**src/rtl/alu_cc_pkg.sv**
```systemverilog
package alu_cc_pkg;

  localparam int FN_ADD = 0;
  localparam int FN_SUB = 1;
  localparam int FN_AND = 2;
  localparam int FN_XOR = 3;

  // strobes from control to datapath; at most one select is active
  typedef struct packed {
    logic selAdd;
    logic selSub;
    logic selAnd;
    logic selXor;
    logic ccWrite;
  } aluStrobe_t;

endpackage

```
**src/rtl/alu_cc_ctrl.sv**
```systemverilog
module alu_cc_ctrl
  import alu_cc_pkg::*;
#(
  parameter int FUNC_W = 4
) (
  input  logic              opValid,
  input  logic              addrMode,
  input  logic [FUNC_W-1:0] funcCode,
  output aluStrobe_t        strobes
);

  logic knownCode;

  always_comb begin
    strobes   = '0;
    knownCode = 1'b0;
    if (addrMode) begin
      // address generation: plain add, flags left alone
      strobes.selAdd = 1'b1;
    end else begin
      unique case (funcCode)
        FUNC_W'(FN_ADD): begin strobes.selAdd = 1'b1; knownCode = 1'b1; end
        FUNC_W'(FN_SUB): begin strobes.selSub = 1'b1; knownCode = 1'b1; end
        FUNC_W'(FN_AND): begin strobes.selAnd = 1'b1; knownCode = 1'b1; end
        FUNC_W'(FN_XOR): begin strobes.selXor = 1'b1; knownCode = 1'b1; end
        default: ;
      endcase
      strobes.ccWrite = opValid && knownCode;
    end
  end

endmodule

```
**src/rtl/alu_cc_datapath.sv**
```systemverilog
module alu_cc_datapath
  import alu_cc_pkg::*;
#(
  parameter int DATA_W = 64
) (
  input  logic              clk,
  input  logic              rstN,
  input  aluStrobe_t        strobes,
  input  logic [DATA_W-1:0] opA,
  input  logic [DATA_W-1:0] opB,
  output logic [DATA_W-1:0] result,
  output logic              signFlag,
  output logic              zeroFlag
);

  localparam int SIGN_BIT = DATA_W - 1;

  logic [DATA_W-1:0] addendA;
  logic [DATA_W-1:0] sumOut;
  logic [DATA_W-1:0] andOut;
  logic [DATA_W-1:0] xorOut;
  logic              nextSign;
  logic              nextZero;

  // one adder serves add, subtract and address generation
  assign addendA = strobes.selSub ? ~opA : opA;
  assign sumOut  = opB + addendA + {{(DATA_W-1){1'b0}}, strobes.selSub};
  assign andOut  = opB & opA;
  assign xorOut  = opB ^ opA;

  always_comb begin
    result = '0;
    if (strobes.selAdd || strobes.selSub) result = sumOut;
    else if (strobes.selAnd)              result = andOut;
    else if (strobes.selXor)              result = xorOut;
  end

  assign nextSign = result[SIGN_BIT];
  assign nextZero = (result == '0);

  always_ff @(posedge clk) begin
    if (!rstN) begin
      signFlag <= 1'b0;
      zeroFlag <= 1'b1;
    end else if (strobes.ccWrite) begin
      signFlag <= nextSign;
      zeroFlag <= nextZero;
    end
  end

endmodule

```
**src/rtl/alu_cc_unit.sv**
```systemverilog
module alu_cc_unit
  import alu_cc_pkg::*;
#(
  parameter int DATA_W = 64,
  parameter int FUNC_W = 4
) (
  input  logic              clk,
  input  logic              rstN,
  input  logic              opValid,
  input  logic              addrMode,
  input  logic [FUNC_W-1:0] funcCode,
  input  logic [DATA_W-1:0] opA,
  input  logic [DATA_W-1:0] opB,
  output logic [DATA_W-1:0] result,
  output logic              signFlag,
  output logic              zeroFlag
);

  aluStrobe_t strobes;

  alu_cc_ctrl #(.FUNC_W(FUNC_W)) i_ctrl (
    .opValid (opValid),
    .addrMode(addrMode),
    .funcCode(funcCode),
    .strobes (strobes)
  );

  alu_cc_datapath #(.DATA_W(DATA_W)) i_dp (
    .clk     (clk),
    .rstN    (rstN),
    .strobes (strobes),
    .opA     (opA),
    .opB     (opB),
    .result  (result),
    .signFlag(signFlag),
    .zeroFlag(zeroFlag)
  );

endmodule

```
**config.mk**
```make
export PLATFORM = sky130hd
export DESIGN_NAME = alu_cc_unit
export DESIGN_NICKNAME = d
export VERILOG_FILES = /design/src/rtl/alu_cc_pkg.sv /design/src/rtl/alu_cc_ctrl.sv /design/src/rtl/alu_cc_datapath.sv /design/src/rtl/alu_cc_unit.sv
export SDC_FILE = /design/constraint.sdc
export NUM_CORES = 1
export LEC_CHECK = 0
export BUFFER_PORTS_ARGS = -buffer_cell sky130_fd_sc_hd__buf_2
export CAP_MARGIN = 20
export CORE_MARGIN = 5
export CORE_UTILIZATION = 45
export CTS_CLUSTER_SIZE = 40
export DETAILED_ROUTE_END_ITERATION = 8
export PLACE_DENSITY = 0.81
export SKIP_CTS_REPAIR_TIMING = 1
export SYNTH_ARGS = -nofsm -noshare
export SYNTH_HDL_FRONTEND = slang
export SYNTH_SLANG_ARGS = --single-unit
```
**constraint.sdc**
```tcl
create_clock -name clk -period 7.49 [get_ports clk]
set_clock_uncertainty 0.1 [all_clocks]
set_input_delay 0.3745 -clock clk [delete_from_list [all_inputs] [get_ports clk]]
set_output_delay 0.3745 -clock clk [all_outputs]
set_load 0.01 [all_outputs]
```
==> qor.csv <==
stage,metric,value,unit
status,status,completed,
clock_tree,cts_buffers,3,
logic_synthesis,synth_top_family_by_area,compound AO/OA/AOI/OAI gates,
logic_synthesis,synth.avg_cell_area,7.08,um2
routing,first_iter_violations,914,
final_layout,multiInputGateArea,6750,um2
logic_synthesis,ys_async_sr_fraction,0,%
timing,timing.setup.tns,0,ns
critical_path,cp_slowest_cell,o311ai_1,
logic_synthesis,synth-edff-count,0,
die,placementRows,45,
logic_synthesis,yosysSeqAreaShare,0.566,%
die,io_pins,202,
critical_path,slowest_delay,0.79,ns
timing,setup_viol,0,
routing,drc_errors,0,
logic_synthesis,syn-num-nets,1270,
critical_path,crit_arrival,6.07,ns
global_routing,track_usage,28.8,%
timing,period_minus_slack,6.04,ns
final_layout,drive_gt1_share,20.4,%
power_and_ir_drop,powerDensity,109,nW/um2
logic_synthesis,syn_area,7080,um2
final_layout,finalNonFillerCells,1376,
die,coreArea,15300,um2
routing,firstDrtPassIters,5,
timing,fmax,166,MHz
global_routing,grt_pass1_wl,43.4,mm
clock_tree,clock-sinks,2,
clock_tree,clk_path_buf_depth,2,
critical_path,rrSetupSlack,6.47,ns
timing,hold_viol,0,
critical_path,required,7.53,ns
global_routing,grt_use_met2,46.4,%
logic_synthesis,synth-simple-area-share,20.1,%
final_layout,final_nets,1434,
global_routing,grt_pass1_vias,8375,
critical_path,crit_family,simple AND/OR/NAND/NOR gates,
routing,wire_per_inst,20.4,um
routing,drtAntennaViolNets,0,
die,die-area,18300,um2
clock_tree,path_clk_slew,0.03,ns
min_path,hp-class,in -> reg,
min_path,hold_path_depth,2,
logic_synthesis,synthAdderAreaFrac,23.8,%
clock_tree,clock_latency,0.23,ns
global_routing,antenna_found_initial,4,
routing,vias_per_cell,6.45,
placement,gp_congestion,1.01,
final_layout,area_growth,17.3,%
placement,dp_slack,1.38,ns
critical_path,cp_num_buf_inv,4,
logic_synthesis,synthMuxAreaShare,1.15,%
die,start_util,46.2,%
timing,maxSlewViolCount,0,
global_routing,overflow,0,
final_layout,fin_area,8300,um2
critical_path,timing.rr.end,i_dp.zeroFlag$_SDFFE_PN1P_,
min_path,min_to,i_dp.signFlag$_SDFFE_PN0P_,
logic_synthesis,netlist_instances,1000,
logic_synthesis,ys_types,75,
logic_synthesis,ys.flop_type,dfxtp_1,
critical_path,r2r_start,i_dp.zeroFlag$_SDFFE_PN1P_,
timing,rsz0062_at_grt,no,
placement,portBuffers,201,
global_routing,grt_max_degree,58,
power_and_ir_drop,p_leak,3.77,nW
global_routing,top_usage_layer,met2,
logic_synthesis,ys_warn_count,0,
timing,worst_slack,1.45,ns
die,dieHeight,135,um
die,die_x,135,um
final_layout,fillers,1571,
timing,hold_slack,0.335,ns
final_layout,register_area,40.0,um2
power_and_ir_drop,ir_drop,0.0670,mV
min_path,min_from,rstN,
critical_path,critPathKind,in -> reg,
clock_tree,htree_levels,1,
routing,routed_wl,28.0,mm
timing,finalCritPeriodShare,80.6,%
global_routing,grt.met3_usage,3.01,%
timing,worst_pin_slew,0.914,ns
logic_synthesis,synth_seq_cells,2,
logic_synthesis,synth_compound_area_share,37.7,%
routing,via_count,8875,
critical_path,cp_max_fo,48,
clock_tree,cts_root_buf,clkbuf_16,
final_layout,final_common_cell,buf_2,
final_layout,final_cell_mix,"buf_2, ha_1, a21oi_1",
logic_synthesis,synth_xor_area_share,12.6,%
run,drv_cap,0,
critical_path,end_kind,register,
critical_path,rr_worst_depth,2,
placement,place_area,8220,um2
placement,dp_cells,1370,
critical_path,start_kind,primary input,
global_routing,grtUsageMet1,39.6,%
clock_tree,cts_tree,built,
critical_path,crit_chain,"buf_2, nor3_1, buf_4, nand3b_1, buf_4, xnor2_1, ha_1, nand4_1, inv_1, a21oi_1, o311ai_1, o211ai_1, a21oi_1, xnor2_1, o21ai_0, or4b_1, or4_1, or4_1, o31ai_2",
placement,hpwl,23.3,mm
timing,slew_headroom,38.1,%
==> how the worst max path moves through the flow <==
stage | startpoint | slack (ns) | to | depth (start not counted)
final | addrMode | 1.45 | i_dp.zeroFlag$_SDFFE_PN1P_ | 19
after global routing | addrMode | 1.12 | i_dp.zeroFlag$_SDFFE_PN1P_ | 19
after CTS | addrMode | 1.60 | i_dp.zeroFlag$_SDFFE_PN1P_ | 19
after detailed placement | addrMode | 1.38 | i_dp.zeroFlag$_SDFFE_PN1P_ | 19
after global placement | addrMode | 1.48 | i_dp.zeroFlag$_SDFFE_PN1P_ | 19
after floorplan | addrMode | 1.94 | i_dp.zeroFlag$_SDFFE_PN1P_ | 20
==> flip-flops by register name (all words and copies together) (netlist names) <==
register       count
i_dp.signFlag      1
i_dp.zeroFlag      1
==> where the power goes <==
group / switching, mW / internal, mW
combinational: 0.500 / 0.309
clock: 0.0143 / 0.0681
sequential: 0.000361 / 0.0111
total: 0.514 / 0.388
==> layout make-up <==
class | instances | area share, %
diodes | 3 | 0.0905
clock buffers | 3 | 0.905
well taps | 211 | 3.18
inverters | 25 | 1.13
flip-flops and latches | 2 | 0.483
repair buffers | 209 | 12.8
multi-input cells | 923 | 81.4
==> routing by layer <==
layer	routed length [um]	share of wire, %
met5	13	0.046
met4	1070	3.8
met3	2410	8.6
met2	12400	44
met1	12100	43
==> synthesized netlist by cell type, drive strengths merged, types with 6 or more instances <==
cell | instances | area (um2)
xnor2 | 86 | 753
a22oi | 42 | 315
nand2 | 87 | 327
or4 | 8 | 60.1
o2111ai | 6 | 52.6
nor2 | 62 | 233
a21oi | 93 | 465
a211oi | 8 | 72.6
nand4 | 28 | 175
nor3 | 21 | 105
o21bai | 10 | 75.1
nand3 | 17 | 85.1
o211ai | 15 | 113
a222oi | 11 | 110
clkbuf | 37 | 139
o21a | 16 | 120
ha | 133 | 1660
a22o | 6 | 52.6
o21ai | 88 | 448
o31ai | 10 | 80.1
xor2 | 16 | 140
a21o | 28 | 210
o31a | 7 | 61.3
buf | 13 | 56.3
or3 | 13 | 81.3
nor4 | 10 | 62.6
and3 | 8 | 50.1
mux2i | 7 | 70.1
inv | 25 | 93.8
==> through the flow <==
stage / util, % / power, mW
floorplan: - / 0.521
global placement: 53.6 / 0.794
detailed placement: 53.6 / 0.797
CTS: 54.1 / 0.885
global route: 54.2 / 0.970
finish: 54.2 / 0.903
==> kinds of logic (layout without fill, tap and decap cells) <==
group / after synthesis / in the layout
AOI/OAI and AO/OA: 394 / 394
and+or+nand+nor: 285 / 285
adders and majority gates: 134 / 134
xor gates and xnor gates: 102 / 102
buffers and inverters: 75 / 237
muxes: 8 / 8
DFF: 2 / 2
other: 0 / 3
(Power assumes the default switching activity.)
